**config.mk**
```make
export PLATFORM = sky130hd
export DESIGN_NAME = rail_fault_guard
export DESIGN_NICKNAME = d
export VERILOG_FILES = /design/src/rtl/fsup_pkg.sv /design/src/rtl/fsup_classify.sv /design/src/rtl/fsup_timer.sv /design/src/rtl/fsup_latch.sv /design/src/rtl/rail_fault_guard.sv
export SDC_FILE = /design/constraint.sdc
export NUM_CORES = 1
export LEC_CHECK = 0
export BUFFER_PORTS_ARGS = -buffer_cell sky130_fd_sc_hd__buf_2
export CORE_MARGIN = 3
export CORE_UTILIZATION = 45
export CTS_CLUSTER_DIAMETER = 50
export DETAILED_ROUTE_END_ITERATION = 16
export GPL_TIMING_DRIVEN = 0
export PLACE_DENSITY = 0.74
export SLEW_MARGIN = 20
export SYNTH_ARGS = -nofsm -noshare
export SYNTH_HDL_FRONTEND = slang
export SYNTH_SLANG_ARGS = --single-unit
```
**constraint.sdc**
```tcl
create_clock -name clk -period 1.5 [get_ports clk]
set_input_delay 0.075 -clock clk [delete_from_list [all_inputs] [get_ports clk]]
set_output_delay 0.075 -clock clk [all_outputs]
set_load 0.01 [all_outputs]
```
**src/rtl/fsup_pkg.sv**
```systemverilog
package fsup_pkg;
   typedef enum logic [1:0] {
      LK_NONE   = 2'b00,
      LK_ENABLE = 2'b01,
      LK_SUPPLY = 2'b10
   } latch_kind_t;
endpackage

```
**src/rtl/fsup_classify.sv**
```systemverilog
module fsup_classify #(
   parameter int NUM_RAILS = 4,
   parameter int LOGIC_IDX = 3,
   parameter int NUM_OD    = 2
) (
   input  logic                 seq_done,
   input  logic                 en,
   input  logic                 hold_main,
   input  logic                 hold_logic,
   input  logic [NUM_RAILS-1:0] uv_flags,
   input  logic [NUM_OD-1:0]    od_stuck,
   input  logic                 ref_fault,
   input  logic                 ot_fault,
   input  logic                 dly_fault,
   output logic                 imm_hit,
   output logic                 timed_hit,
   output logic                 timed_logic
);
   logic main_watch;
   logic logic_watch;
   logic [NUM_RAILS-1:0] rail_gated;
   logic [NUM_OD-1:0]    od_gated;

   assign main_watch  = seq_done & en & ~hold_main;
   assign logic_watch = seq_done & ~hold_logic;

   for (genvar i = 0; i < NUM_RAILS; i++) begin : g_rail
      if (i == LOGIC_IDX) begin : g_logic
         assign rail_gated[i] = uv_flags[i] & logic_watch;
      end else begin : g_main
         assign rail_gated[i] = uv_flags[i] & main_watch;
      end
   end

   for (genvar j = 0; j < NUM_OD; j++) begin : g_od
      assign od_gated[j] = od_stuck[j] & main_watch;
   end

   assign imm_hit     = main_watch & (ref_fault | ot_fault | dly_fault);
   assign timed_hit   = (|rail_gated) | (|od_gated);
   assign timed_logic = rail_gated[LOGIC_IDX];
endmodule

```
**src/rtl/fsup_timer.sv**
```systemverilog
module fsup_timer #(
   parameter int TMO_CYC = 5_000_000,
   localparam int TW     = $clog2(TMO_CYC)
) (
   input  logic          clk,
   input  logic          rst_n,
   input  logic          clr,
   input  logic          timed_hit,
   input  logic          timed_logic,
   output logic [TW-1:0] cnt,
   output logic          fire,
   output logic          fire_logic
);
   localparam logic [TW-1:0] LAST = TW'(TMO_CYC - 1);

   logic ep_logic;

   assign fire       = timed_hit & (cnt == LAST);
   assign fire_logic = fire & (ep_logic | timed_logic);

   always_ff @(posedge clk or negedge rst_n) begin
      if (!rst_n) begin
         cnt      <= '0;
         ep_logic <= 1'b0;
      end else if (clr || !timed_hit || fire) begin
         cnt      <= '0;
         ep_logic <= 1'b0;
      end else begin
         cnt      <= cnt + 1'b1;
         ep_logic <= ep_logic | timed_logic;
      end
   end

   AST_TMR_BOUND: assert property (@(posedge clk) disable iff (!rst_n) cnt <= LAST);
   AST_TMR_IDLE: assert property (@(posedge clk) disable iff (!rst_n) !timed_hit |=> cnt == '0);
   AST_FIRE_RESTART: assert property (@(posedge clk) disable iff (!rst_n) fire |=> cnt == '0);
   AST_CLR_TMR: assert property (@(posedge clk) disable iff (!rst_n) clr |=> cnt == '0);
endmodule

```
**src/rtl/fsup_latch.sv**
```systemverilog
module fsup_latch
   import fsup_pkg::*;
(
   input  logic        clk,
   input  logic        rst_n,
   input  logic        supply_ok,
   input  logic        en,
   input  logic        imm_hit,
   input  logic        fire,
   input  logic        fire_logic,
   output latch_kind_t state
);
   logic lat_en;
   logic lat_sup;

   always_ff @(posedge clk or negedge rst_n) begin
      if (!rst_n) begin
         lat_en  <= 1'b0;
         lat_sup <= 1'b0;
      end else if (!supply_ok) begin
         lat_en  <= 1'b0;
         lat_sup <= 1'b0;
      end else begin
         lat_sup <= lat_sup | fire_logic;
         if (!en) lat_en <= 1'b0;
         else     lat_en <= lat_en | imm_hit | (fire & ~fire_logic);
      end
   end

   assign state = latch_kind_t'({lat_sup, lat_en});

   AST_IMM_SHUT: assert property (@(posedge clk) disable iff (!rst_n) (supply_ok && en && imm_hit) |=> lat_en);
   AST_EN_CLEARS: assert property (@(posedge clk) disable iff (!rst_n) (supply_ok && !en) |=> !lat_en);
   AST_LOGIC_STICKY: assert property (@(posedge clk) disable iff (!rst_n) (supply_ok && lat_sup) |=> lat_sup);
   AST_SUPPLY_CLEARS: assert property (@(posedge clk) disable iff (!rst_n) !supply_ok |=> (!lat_en && !lat_sup));
endmodule

```
**src/rtl/rail_fault_guard.sv**
```systemverilog
module rail_fault_guard
   import fsup_pkg::*;
#(
   parameter int NUM_RAILS = 4,
   parameter int LOGIC_IDX = 3,
   parameter int NUM_OD    = 2,
   parameter int TMO_CYC   = 5_000_000
) (
   input  logic                         clk,
   input  logic                         rst_n,
   input  logic                         supply_ok,
   input  logic                         en,
   input  logic                         seq_done,
   input  logic [NUM_RAILS-1:0]         uv_flags,
   input  logic [NUM_OD-1:0]            od_stuck,
   input  logic                         ref_fault,
   input  logic                         ot_fault,
   input  logic                         dly_fault,
   output logic                         shut_main,
   output logic                         shut_logic,
   output logic [$clog2(TMO_CYC)-1:0]   tmr_value,
   output logic [1:0]                   fault_latched
);
   localparam int TW = $clog2(TMO_CYC);

   if (TMO_CYC < 2) begin : g_bad_tmo
      $error("TMO_CYC must be at least 2");
   end
   if (LOGIC_IDX < 0 || LOGIC_IDX >= NUM_RAILS) begin : g_bad_idx
      $error("LOGIC_IDX out of range");
   end
   if (NUM_OD < 1) begin : g_bad_od
      $error("NUM_OD must be at least 1");
   end

   latch_kind_t  kind;
   logic         imm_hit;
   logic         timed_hit;
   logic         timed_logic;
   logic         fire;
   logic         fire_logic;
   logic [TW-1:0] cnt;

   fsup_classify #(
      .NUM_RAILS (NUM_RAILS),
      .LOGIC_IDX (LOGIC_IDX),
      .NUM_OD    (NUM_OD)
   ) i_classify (
      .seq_done    (seq_done),
      .en          (en),
      .hold_main   (kind != LK_NONE),
      .hold_logic  (kind[1]),
      .uv_flags    (uv_flags),
      .od_stuck    (od_stuck),
      .ref_fault   (ref_fault),
      .ot_fault    (ot_fault),
      .dly_fault   (dly_fault),
      .imm_hit     (imm_hit),
      .timed_hit   (timed_hit),
      .timed_logic (timed_logic)
   );

   fsup_timer #(
      .TMO_CYC (TMO_CYC)
   ) i_timer (
      .clk         (clk),
      .rst_n       (rst_n),
      .clr         (!supply_ok),
      .timed_hit   (timed_hit),
      .timed_logic (timed_logic),
      .cnt         (cnt),
      .fire        (fire),
      .fire_logic  (fire_logic)
   );

   fsup_latch i_latch (
      .clk        (clk),
      .rst_n      (rst_n),
      .supply_ok  (supply_ok),
      .en         (en),
      .imm_hit    (imm_hit),
      .fire       (fire),
      .fire_logic (fire_logic),
      .state      (kind)
   );

   assign tmr_value     = cnt;
   assign fault_latched = kind;
   assign shut_logic    = kind[1];
   assign shut_main     = ~en | kind[0] | kind[1];

   AST_NO_MON_BEFORE_SEQ: assert property (@(posedge clk) disable iff (!rst_n)
      (!seq_done && supply_ok && fault_latched == 2'b00) |=> fault_latched == 2'b00);
   AST_EN_SPARES_LOGIC: assert property (@(posedge clk) disable iff (!rst_n)
      (supply_ok && !en && !shut_logic && !uv_flags[LOGIC_IDX]) |=> !shut_logic);
endmodule

```
==> results.md <==
* Die ar. at 3720 um2
* CTS buffer count at 3
* Hold Crit Class: input port to flip-flop
* Pre-antenna DRT Iters at 4
* Avg Inst Size Synth at 10.1 um2
* Setup crit start kind: flip-flop
* Max-cap violation count at 0
* WP buf/inv at 1
* Crit Path Max Fanout at 10
* HPWL after detailed placement at 2.08 mm
* Register area share after synthesis at 47.8%
* Status: finished, violations left
* Final Hold Fails at 0
* WL final at 3.09 mm
* Post-DRT Antenna Nets at 0
* Slowest cell delay on critical path at 0.44 ns
* Initial drt markers at 20
* Syn nets at 149
* H-tree depth at 1
* Gr usage total at 17.1%
* Worst-Skew Late Latency at 0.30 ns
* Clock sinks at 26
* Vias per inst at 5.22
* CTS tree: built
* Number of global-route vias before repair at 1083
* Clock Skew at 0.00805 ns
* Pin count of the biggest net entering global routing at 27
* Inserted Diodes at 0
* Placed cell count at 205
* Worst-Margin Slew at 0.584 ns
* Vias at 1175
* Crit path cell chain: nor4b_2 -> nand4_1 -> nor3_4 -> nand3b_4 -> buf_8 -> nor2_1
* Max_slew headroom at 61.1%
* Core box area at 2830 um2
* Failing checks: negative setup slack
* Root buf cell: clkbuf_4
* Post-route insts no fill at 225
* Final cycle utilization of the critical path at 111%
* Post-route cell area at 1870 um2
* Port-buffer cells at 40
* Area grow syn2layout at 37.3%
* Io pins at 41
* Placed Area at 1610 um2
* Max-slew violations at 0
* RSZ-0062 raised after global routing: true
* Post-DR wirelength/cell at 13.7 um
* Number of synthesized register bits at 26
* DRC at 0
* Final core occ at 66.0%
* Die height at 61.0 um
* Antenna violations before repair at 0
* Final setup violation count at 26
* Fill cells at 229
* Global placer's final weighted congestion at 0.784
* Final nets at 211
* Die X at 61.0 um
* Post-route setup slack at -0.169 ns
* Post-layout min period at 1.67 ns
* Seq pwr share at 64.4%
* Crit path capture type: flip-flop
* Synthesized area at 1360 um2
* First-pass GRT wire length at 4.80 mm
* CP required at 1.70 ns
* Psw at 0.250 mW
* Sw Ratio at 22.7%
* Clk buf depth at 2
* Cell Rows at 19
* Peak VDD IR at 0.458 mV
* Synth unique cells at 30
* Gr ovfl total at 0
* Clock Pin Slew Worst Setup and Hold Paths at 0.13 ns
* Syn Inst Count at 134
* CP arrival at 1.87 ns
* Critical Setup Path Class: flip-flop to flip-flop
* Clock Power Share at 25.5%
* Critical path's top delay family: simple AND/OR/NAND/NOR gates
* Initial core utilization at 48.1%
* Synthesis Warnings at 0
* Leakage Power at 0.898 nW
* PD cells at 589 nW/um2
* Final setup TNS at -3.53 ns
* Share of cells above drive strength 1 at 46.9%
* Internal power at 0.850 mW
* Fmax achieved at 0.599 GHz
* Worst path slowest cell: dfrtp_1
* Comb power frac at 10.0%
[cell usage after synthesis]
cell type   n  area (um2)
a21boi_0    1        7.51
a21oi_1     5        25.0
and3_1      2        12.5
and4_1      3        26.3
buf_4       2        15.0
buf_6       2        22.5
dfrtp_1    26         651
ha_1        1        12.5
inv_1       3        11.3
nand2_1     9        33.8
nand3_1     8        40.0
nand3_2     2        20.0
nand3b_1    1        7.51
nand3b_2    1        11.3
nand4_1     6        37.5
nor2_1     25        93.8
nor2_2      3        18.8
nor2b_1     2        12.5
nor3_1      1        5.00
nor3_2      1        10.0
nor4_1      2        12.5
nor4_4      1        21.3
nor4b_1     1        8.76
nor4b_2     1        15.0
nor4b_4     1        23.8
nor4bb_1    1        10.0
o21ai_0     1        5.00
or3_1       1        6.26
xnor2_1     7        61.3
xor2_1     14         123
[power groups by stage]
| stage | logic (mW) | clock network, mW | registers [mW] |
|---|---|---|---|
| after CTS | 0.0964 | 0.290 | 0.707 |
| after global routing | 0.122 | 0.320 | 0.709 |
| after detailed placement | 0.0808 | 0 | 0.722 |
| after floorplan | 0.0361 | 0 | 0.723 |
| after global placement | 0.0796 | 0 | 0.722 |
| final | 0.110 | 0.281 | 0.708 |
[area by class of cell]
| class | count | area, um2 | area share [%] |
|---|---|---|---|
| Timing Repair Buffer | 57 | 344 | 18.4 |
| Inverter | 3 | 11.3 | 0.603 |
| Sequential cell | 26 | 653 | 35.0 |
| Multi-Input combinational cell | 101 | 756 | 40.5 |
| Tap cell | 31 | 38.8 | 2.08 |
| Clock buffer | 3 | 22.5 | 1.21 |
| Buffer | 4 | 41.3 | 2.21 |
[repair_timing]
item | 4_1_cts | 5_1_grt
hold buffers | 2 | 0
pin swaps | 10 | 12
gates cloned | 0 | 1
gates resized for setup | 7 | 21
hold endpoints to repair | 27 | 0
setup buffers | 11 | 3
setup endpoints to repair | 26 | 26
[cell families after synthesis]
group | Yosys count | synth area share [%]
DFF | 26 | 47.8
buffers and inverters | 7 | 3.59
adders and majority gates | 1 | 0.920
and+or+nand+nor | 72 | 31.4
xor gates and xnor gates | 21 | 13.5
AOI/OAI and AO/OA | 7 | 2.76
[state kept, by name, summed over array words and instances (netlist names)]
name / flops
i_timer.ep_logic: 1
i_latch.lat_sup: 1
i_timer.cnt: 23
i_latch.lat_en: 1
[per-layer routing]
| layer | GRT usage, % | vias up | wire length (um) |
|---|---|---|---|
| li1 | - | 577 | - |
| met3 | 2.77 | 4 | 154 |
| met2 | 29.8 | 33 | 1530 |
| met5 | 0 | - | 0 |
| met1 | 22.2 | 561 | 1360 |
| met4 | 3.72 | 0 | 45 |
[final timing paths]
path | startpoint | endpoint | slack (ns) | depth (start not counted)
max | i_timer.cnt[7] | i_timer.cnt[14] | -0.17 | 6
min | supply_ok | i_latch.lat_en | 0.03 | 3
max reg2reg | i_timer.cnt[7] | i_timer.cnt[14] | -0.17 | 6
min reg2reg | i_timer.ep_logic | i_timer.ep_logic | 0.53 | 2
max in group asynchronous | rst_n | i_timer.cnt[6] | 0.81 | 2
min in group asynchronous | rst_n | i_latch.lat_en | 0.28 | 2
[layout by cell type, fill, tap and decap left out]
| cell | n |
|---|---|
| buf_2 | 40 |
| clkbuf_4 | 3 |
| nor4b_4 | 1 |
| ha_4 | 1 |
| buf_6 | 2 |
| nand3b_1 | 1 |
| and3_1 | 2 |
| xor2_2 | 1 |
| or3_1 | 1 |
| o21ai_0 | 1 |
| nand4_1 | 6 |
| nor2_2 | 10 |
| nor2_4 | 2 |
| nor3_2 | 1 |
| xnor2_1 | 7 |
| nor4_1 | 2 |
| nor4b_1 | 1 |
| nor2b_1 | 2 |
| nor2_1 | 16 |
| nand2_1 | 9 |
| nor4b_2 | 1 |
| nor3_4 | 1 |
| xor2_1 | 13 |
| nand3_1 | 5 |
| a21boi_1 | 1 |
| a21oi_2 | 2 |
| nor4bb_1 | 1 |
| dfrtp_1 | 24 |
| a21oi_1 | 3 |
| buf_4 | 15 |
| nor4_4 | 1 |
| and4_1 | 3 |
| dfrtp_2 | 2 |
| dlygate4sd3_1 | 2 |
| buf_8 | 2 |
| inv_1 | 3 |
| nand3_2 | 5 |
| nand3b_4 | 1 |
[stage by stage]
stage                     total power [mW]  hold slack [ns]  setup slack (ns)
final                                 1.10           0.0301            -0.169
after global routing                  1.15           0.0131            -0.287
after CTS                             1.09          0.00142            -0.160
after detailed placement             0.803            0.108            -0.319
after global placement               0.802            0.100            -0.280
after floorplan                      0.759           -0.221            -0.139
[worst min-delay path, delay by kind of cell]
kind | cells | cell delay [ns]
AOI/OAI and AO/OA | 1 | 0.03
and+or+nand+nor | 1 | 0.08
buffers and inverters | 1 | 0.13
Note: power is estimated with default switching activity, not from simulation.
